`config.mk`:
```
export PLATFORM = sky130hd
export DESIGN_NAME = hfdiv_top
export DESIGN_NICKNAME = d
export VERILOG_FILES = /design/src/rtl/hfdiv_pkg.sv /design/src/rtl/hfdiv_cfg_reg.sv /design/src/rtl/hfdiv_core.sv /design/src/rtl/hfdiv_top.sv
export SDC_FILE = /design/constraint.sdc
export NUM_CORES = 1
export LEC_CHECK = 0
export ABC_AREA = 1
export BUFFER_PORTS_ARGS = -buffer_cell sky130_fd_sc_hd__buf_4
export CORE_UTILIZATION = 25
export CTS_CLUSTER_SIZE = 25
export DETAILED_ROUTE_END_ITERATION = 7
export PLACE_DENSITY_LB_ADDON = 0.15
export RECOVER_POWER = 100
export SLEW_MARGIN = 20
export SYNTH_ARGS = -nofsm -noshare
export SYNTH_HDL_FRONTEND = slang
export SYNTH_SLANG_ARGS = --single-unit
```
`constraint.sdc`:
```
create_clock -name clk -period 2.6 [get_ports clk]
set_clock_uncertainty 0.05 [all_clocks]
set_input_delay 0.78 -clock clk [delete_from_list [all_inputs] [get_ports clk]]
set_output_delay 0.78 -clock clk [all_outputs]
set_load 0.1 [all_outputs]
```
`src/rtl/hfdiv_pkg.sv`:
```
package hfdiv_pkg;
    localparam int CODE_W    = 3;
    localparam int REG_W     = 8;
    localparam int MAX_RATIO = 16;
    localparam int RATIO_W   = $clog2(MAX_RATIO) + 1;
    localparam int LEN_W     = $clog2(MAX_RATIO / 2) + 1;

    typedef enum logic [1:0] {
        ST_OFF,
        ST_LOW,
        ST_HIGH,
        ST_PASS
    } div_state_e;

    typedef enum logic {
        LK_OPEN,
        LK_SHUT
    } lock_state_e;

    // Non-linear code-to-ratio map
    function automatic logic [RATIO_W-1:0] ratio_of(input logic [CODE_W-1:0] code);
        logic [RATIO_W-1:0] r;
        unique case (code)
            3'd0: r = RATIO_W'(1);
            3'd1: r = RATIO_W'(2);
            3'd2: r = RATIO_W'(3);
            3'd3: r = RATIO_W'(4);
            3'd4: r = RATIO_W'(6);
            3'd5: r = RATIO_W'(8);
            3'd6: r = RATIO_W'(12);
            default: r = RATIO_W'(16);
        endcase
        return r;
    endfunction
endpackage

```
`src/rtl/hfdiv_cfg_reg.sv`:
```
module hfdiv_cfg_reg
    import hfdiv_pkg::*;
(
    input  logic              clk,
    input  logic              rst_sb_n,
    input  logic              rst_main_n,
    input  logic              lock_by_sb,
    input  logic              unlock,
    input  logic              strap,
    input  logic              clk_ok,
    input  logic              wr_en,
    input  logic [REG_W-1:0]  wr_data,
    output logic [REG_W-1:0]  rd_data,
    output logic              lf_sel,
    output logic              hf_dis,
    output logic [CODE_W-1:0] div_code
);
    lock_state_e       lock_q, lock_n;
    logic              strap_q;
    logic              lf_q, dis_q;
    logic [CODE_W-1:0] code_q;
    logic              wr_ok;

    assign wr_ok = wr_en && rst_main_n && !unlock && (lock_q == LK_OPEN);

    // Lock machine: next state
    always_comb begin
        lock_n = lock_q;
        unique case (lock_q)
            LK_OPEN: if (wr_ok && wr_data[REG_W-1]) lock_n = LK_SHUT;   // set-by-write
            LK_SHUT: begin
                if (!rst_main_n && !lock_by_sb) lock_n = LK_OPEN;        // release-by-reset
                else if (rst_main_n && unlock)  lock_n = LK_OPEN;        // release-by-unlock
            end
        endcase
    end

    // Lock machine: state register
    always_ff @(posedge clk) begin
        if (!rst_sb_n) lock_q <= LK_OPEN;
        else           lock_q <= lock_n;
    end

    // Fields
    always_ff @(posedge clk) begin
        if (!rst_sb_n) begin
            strap_q <= strap;
            lf_q    <= 1'b0;
            dis_q   <= 1'b0;
            code_q  <= strap ? CODE_W'(0) : CODE_W'(1);
        end else if (wr_ok) begin
            lf_q    <= wr_data[6];
            dis_q   <= wr_data[5];
            code_q  <= wr_data[CODE_W-1:0];
        end
    end

    assign rd_data  = {(lock_q == LK_SHUT), lf_q, dis_q, clk_ok, strap_q, code_q};
    assign lf_sel   = lf_q;
    assign hf_dis   = dis_q;
    assign div_code = code_q;
endmodule

```
`src/rtl/hfdiv_core.sv`:
```
module hfdiv_core
    import hfdiv_pkg::*;
(
    input  logic              clk,
    input  logic              rst_n,
    input  logic              hf_dis,
    input  logic [CODE_W-1:0] div_code,
    output logic              hf_out
);
    div_state_e         state_q, state_n;
    logic [LEN_W-1:0]   cnt_q;
    logic [CODE_W-1:0]  act_q;
    logic [RATIO_W-1:0] ratio, half;
    logic [LEN_W-1:0]   hi_len, lo_len, cur_len;
    logic               phase_done, want_pass;
    logic               div_q, gate_q;

    always_comb begin
        ratio      = ratio_of(act_q);
        half       = ratio >> 1;
        hi_len     = half[LEN_W-1:0];
        lo_len     = LEN_W'(ratio - half);
        cur_len    = (state_q == ST_HIGH) ? hi_len : lo_len;
        phase_done = (cnt_q == cur_len - LEN_W'(1));
        want_pass  = (div_code == '0);
    end

    // Divider machine: next state
    always_comb begin
        state_n = state_q;
        unique case (state_q)
            ST_OFF:  if (!hf_dis) state_n = want_pass ? ST_PASS : ST_LOW;          // enable
            ST_LOW: begin
                if (hf_dis)          state_n = ST_OFF;                             // disable
                else if (phase_done) state_n = ST_HIGH;                            // phase-end
            end
            ST_HIGH: begin
                if (hf_dis)          state_n = ST_OFF;                             // disable
                else if (phase_done) state_n = want_pass ? ST_PASS : ST_LOW;       // phase-end
            end
            ST_PASS: begin
                if (hf_dis)          state_n = ST_OFF;                             // disable
                else if (!want_pass) state_n = ST_LOW;                             // leave-pass
            end
        endcase
    end

    // Divider machine: state register, phase counter and ratio capture
    always_ff @(posedge clk) begin
        if (!rst_n) begin
            state_q <= ST_OFF;
            cnt_q   <= '0;
            act_q   <= CODE_W'(1);
        end else begin
            state_q <= state_n;
            if (state_n != state_q) cnt_q <= '0;
            else                    cnt_q <= cnt_q + LEN_W'(1);
            if (state_n == ST_LOW && state_q != ST_LOW) act_q <= div_code;
        end
    end

    // Outputs: registered divided level and a low-phase clock gate for pass-through
    always_ff @(posedge clk) begin
        if (!rst_n) div_q <= 1'b0;
        else        div_q <= (state_n == ST_HIGH);
    end

    always_ff @(negedge clk) begin
        gate_q <= rst_n && (state_q == ST_PASS);
    end

    assign hf_out = div_q | (clk & gate_q);
endmodule

```
`src/rtl/hfdiv_top.sv`:
```
module hfdiv_top
    import hfdiv_pkg::*;
(
    input  logic             clk,
    input  logic             rst_sb_n,
    input  logic             rst_main_n,
    input  logic             lock_by_sb,
    input  logic             unlock,
    input  logic             strap,
    input  logic             clk_ok,
    input  logic             wr_en,
    input  logic [REG_W-1:0] wr_data,
    output logic [REG_W-1:0] rd_data,
    input  logic             lf_fast_en,
    input  logic             lf_slow_en,
    output logic             lf_out,
    output logic             hf_out
);
    logic              lf_sel, hf_dis;
    logic [CODE_W-1:0] div_code;

    hfdiv_cfg_reg u_reg (
        .clk        (clk),
        .rst_sb_n   (rst_sb_n),
        .rst_main_n (rst_main_n),
        .lock_by_sb (lock_by_sb),
        .unlock     (unlock),
        .strap      (strap),
        .clk_ok     (clk_ok),
        .wr_en      (wr_en),
        .wr_data    (wr_data),
        .rd_data    (rd_data),
        .lf_sel     (lf_sel),
        .hf_dis     (hf_dis),
        .div_code   (div_code)
    );

    hfdiv_core u_core (
        .clk      (clk),
        .rst_n    (rst_sb_n & rst_main_n),
        .hf_dis   (hf_dis),
        .div_code (div_code),
        .hf_out   (hf_out)
    );

    assign lf_out = lf_sel ? lf_slow_en : lf_fast_en;
endmodule

```
After elaboration in Yosys (flattened, before gate mapping)
Cells that the tools add are included.
{"block": "classes", "addsub": 3, "eq_ne": 15, "n_mux": 19, "bitwise": 5, "reduce_logical": 15}
{"operator": "$pmux W5 S7", "count": 1}
{"operator": "$mux W2", "count": 8}
{"operator": "$eq A3 B3 Y1 const B", "count": 3}
{"operator": "$logic_and A1 B1 Y1", "count": 8}
{"operator": "$pmux W2 S4", "count": 1}
{"operator": "$eq A2 B2 Y1 const B", "count": 3}
{"operator": "$eq A3 B2 Y1 const B", "count": 2}
{"operator": "$logic_not A3 Y1", "count": 2}
{"operator": "$mux W3", "count": 2}
{"operator": "$mux W1", "count": 5}
{"operator": "$add A4 B1 Y4 const B", "count": 1}
{"operator": "$eq A2 B1 Y1 const B", "count": 2}
{"operator": "$eq A4 B4 Y1", "count": 1}
{"operator": "$mux W4", "count": 1}
{"operator": "$ne A2 B1 Y1 const B", "count": 2}
{"operator": "$sub A4 B1 Y4 const B", "count": 1}
{"operator": "$sub A4 B4 Y4", "count": 1}
{"operator": "$eq A3 B1 Y1 const B", "count": 1}
{"operator": "$logic_not A1 Y1", "count": 3}
{"operator": "$and A1 B1 Y1", "count": 2}
{"operator": "$logic_not A2 Y1", "count": 1}
{"operator": "$ne A2 B2 Y1", "count": 1}
{"operator": "$not A1 Y1", "count": 2}
{"operator": "$pmux W1 S2", "count": 1}
{"operator": "other kinds (2)", "count": 2}
{"block": "totals", "ff_bits": 18, "in_bits": 18, "output_inout_bits": 10, "word_cells": 67}

Depth between registers and ports, before layout
{"block": "logic_depth", "depth_word": 11, "ltp_mapped": 23, "ltp_nobuf": 22}

Modules after synthesis
A second synthesis with hierarchy kept.
{"block": "hier_totals", "cells_unflattened": 203, "area_unflattened_um2": 1343.8}
{"mod": "hfdiv_core", "instances": 1, "cells_each": 150, "area_each_um2": 943.4, "seq_area_each_um2": 220.2}
{"mod": "hfdiv_cfg_reg", "instances": 1, "cells_each": 47, "area_each_um2": 377.9, "seq_area_each_um2": 180.2}
{"mod": "hfdiv_top", "instances": 1, "cells_each": 6, "area_each_um2": 22.5, "seq_area_each_um2": 0.0}

==> flow_metrics.tcl <==
set metrics [dict create \
    run_status "finished, violations left" \
    violated_checks "negative setup slack" \
    mappedNetlistArea_um2 1250 \
    post-place-cells 279 \
    yosysTopAreaCell "sky130_fd_sc_hd__dfxtp_1" \
    seq_area_frac_synth 0.320 \
    total_leakage_power_nw 0.939 \
    yosys.area_share.simple 0.416 \
    detailed_place.area_um2 1630 \
    maxSlewViolCount 0 \
    timing.rr.start "u_core.act_q[0]$_SDFFE_PN1P_" \
    synth.net_count 200 \
    yosys.area.top_type_share 0.224 \
    post_synth.cell_area_avg_um2 7.03 \
    grt_antenna_before_repair 0 \
    cpPeakStageDelay_ns 0.30 \
    layout-area-overhead-vs-synth_pct 55.2 \
    synthesis.yosys.warnings 0 \
    num_rows 25 \
    number_of_drc_markers_in_iteration_0 24 \
    grt_pass1_vias 1112 \
    die_w_um 72.7 \
    synth-compound-area-share 0.0410 \
    final_cells 292 \
    gp_congestion 0.731 \
    antenna_left 0 \
    synth_top_family_by_area "simple AND/OR/NAND/NOR gates" \
    wl_per_cell_um 9.30 \
    arrival_ns 2.39 \
    worstPathBufferInverterCount 1 \
    routed-via-count 1216 \
    clk-insertion-delay-late_ns 0.36 \
    grt_remaining_overflow 0 \
    grt_first_pass_wirelength_um 4530 \
    finalNetCount 248 \
    post_synth_xor_area_fraction 0.0480 \
    drc 0 \
    ioPinCount 28 \
    maxCapViolations 0 \
    synth_cells 178 \
    dr.pass1.iters 4 \
    hold_viol_final 0 \
    grt_setup_unrepaired "true" \
    worstPathRequired_ns 1.77 \
    worst_path_max_delay_cell "sky130_fd_sc_hd__dfxtp_1" \
    floorplan.core_area_um2 4750 \
    hpwlAfterDp_um 2100 \
    viasPerCell 4.16 \
    critPathTopFamily "flip-flops" \
    drive_above_1_share 0.484 \
    cts_hold_repair.buffers 0 \
    synth.mux.area_fraction 0.00900 \
    design.die.area_um2 5290 \
    initial_core_utilization 0.263 \
    crit_path_start "u_core.gate_q$_DFF_N_" \
    ff2ff_setup_slack_ns -0.11 \
    timing_worst_slew_pin_value_ns 0.550 \
    grt_max_degree 11 \
    synth-seq-cells 18 \
    post_synth_main_area_contributors "sky130_fd_sc_hd__dfxtp_1 22%, sky130_fd_sc_hd__nand2_1 13%, sky130_fd_sc_hd__edfxtp_1 9.6%, sky130_fd_sc_hd__nand3_1 7.2%, sky130_fd_sc_hd__inv_1 6.9%" \
    cp_cell_sequence "a21o_4 -> buf_12" \
    grt_util_all_layers 0.114 \
    ir_worst_vdd_v 0.000302 \
    cts.clk_slew.worst_paths_ns 0.07 \
    worst_slack_ns -0.616 \
    setup.worst_path.class "flop to primary output" \
    nFillCells 527 \
    placement.io_buffers 23 \
    clock_tree_from_tritoncts "yes" \
    timing.critical_path.from_type "flop" \
    synthDistinctLibCells 28 \
    antenna_cells 0 \
    slew_headroom 0.635 \
    yosys.area_share.adder 0.0400 \
    overall_die_height_um 72.7 \
    timing.final.setup_violations 10 \
    layout.cell_area.non_filler_um2 1940 \
    worst_hold_startpoint "u_reg.lock_q$_SDFF_PN0_" \
    power_density_nw_per_um2 615 \
    worstPathMaxFanout 1 \
    hp-class "flop to flop" \
    finalWirelength_um 2720 \
    crit_path_end_kind "primary output" \
]
through the flow:
stage	TNS (ns)	power (mW)	setup slack (ns)	hold WS, ns	util
3_3_place_gp	-1.32	0.773	-0.219	0.431	0.342
4_1_cts	-0.633	1.17	-0.632	0.444	0.387
5_1_grt	-2.56	1.29	-0.654	0.473	0.408
6_report	-1.13	1.19	-0.616	0.434	0.408
3_5_place_dp	-1.36	0.774	-0.218	0.433	0.342
2_1_floorplan	-0.116	0.668	-0.116	0.405	-
cell type report:
class	count	area, um2	share of cell area
Timing Repair Buffer	46	318	0.164
Clock inverter	1	3.75	0.00193
Multi-Input combinational cell	124	901	0.464
Clock buffer	8	106	0.0548
Inverter	28	118	0.0606
Tap cell	67	83.8	0.0432
Sequential cell	18	412	0.212
Yosys cell counts (all sizes together):
library cell	count
nand2	52
inv	29
nand3	24
nor2	20
dfxtp	14
buf	6
a21oi	5
nand4	5
edfxtp	4
ha	4
xor2	4
o21ai	3
nor3	2
xnor2	2
a21o	1
clkbuf	1
mux2	1
or2	1
registers in the layout (all words and copies together) (netlist names):
signal	flops
u_reg.lf_sel	1
u_reg.lock_q	1
u_reg.div_code	3
u_core.act_q	3
u_core.div_q	1
u_core.gate_q	1
u_reg.strap_q	1
u_reg.hf_dis	1
u_core.state_q	2
u_core.cnt_q	4
metal layers:
layer  share of wire  global-route usage
met1            0.44               0.128
met5               0                   0
met2            0.50               0.185
met3           0.037              0.0345
met4           0.017              0.0828
tightest hold or removal path, stage by stage (launching register included):
cell and delay (ns):
sky130_fd_sc_hd__dfxtp_1 0.32, sky130_fd_sc_hd__nand2_1 0.06, sky130_fd_sc_hd__a21oi_1 0.05
report_power, final:
part	internal (mW)	switching (mW)
registers	0.303	0.0197
logic	0.228	0.316
clock network	0.210	0.117
total	0.740	0.453
logic make-up (layout without fill, tap and decap cells):
group	count (synthesis)	count (layout)
muxes	1	1
and+or+nand+nor	104	104
DFF	18	18
adders and majority gates	4	4
buffers and inverters	36	83
xor gates and xnor gates	6	6
AOI/OAI and AO/OA	9	9
path summary, 6_finish.rpt:
| kind | to | cells past startpoint |
|---|---|---|
| setup / recovery | hf_out | 2 |
| hold reg to reg | u_reg.lock_q$_SDFF_PN0_ | 2 |
| setup reg to reg | u_core.act_q[1]$_SDFFE_PN0P_ | 18 |
| hold / removal | u_reg.lock_q$_SDFF_PN0_ | 2 |
repair_timing:
item / in CTS / in global routing
endpoints found under the setup margin: 11 / 10
pin swaps: 16 / 17
setup buffers: 5 / 1
gates resized for setup: 20 / 30
cell usage in the layout (no fill, tap or decap), types with 3 or more instances in the layout:
| master | Yosys | final |
|---|---|---|
| sky130_fd_sc_hd__ha_4 | 0 | 3 |
| sky130_fd_sc_hd__clkbuf_8 | 0 | 6 |
| sky130_fd_sc_hd__nand2_4 | 3 | 6 |
| sky130_fd_sc_hd__nand4_1 | 5 | 5 |
| sky130_fd_sc_hd__inv_2 | 5 | 4 |
| sky130_fd_sc_hd__clkbuf_1 | 1 | 3 |
| sky130_fd_sc_hd__dfxtp_4 | 0 | 3 |
| sky130_fd_sc_hd__nand2_1 | 44 | 32 |
| sky130_fd_sc_hd__nand3_4 | 0 | 6 |
| sky130_fd_sc_hd__nand2_2 | 5 | 14 |
| sky130_fd_sc_hd__nor2_1 | 16 | 16 |
| sky130_fd_sc_hd__dfxtp_1 | 14 | 11 |
| sky130_fd_sc_hd__o21ai_0 | 3 | 3 |
| sky130_fd_sc_hd__a21oi_1 | 4 | 3 |
| sky130_fd_sc_hd__clkbuf_2 | 0 | 8 |
| sky130_fd_sc_hd__edfxtp_1 | 4 | 4 |
| sky130_fd_sc_hd__nand3_1 | 18 | 12 |
| sky130_fd_sc_hd__buf_4 | 5 | 34 |
| sky130_fd_sc_hd__nand3_2 | 6 | 6 |
| sky130_fd_sc_hd__inv_4 | 1 | 3 |
| sky130_fd_sc_hd__inv_1 | 23 | 21 |
(Power assumes the default switching activity.)
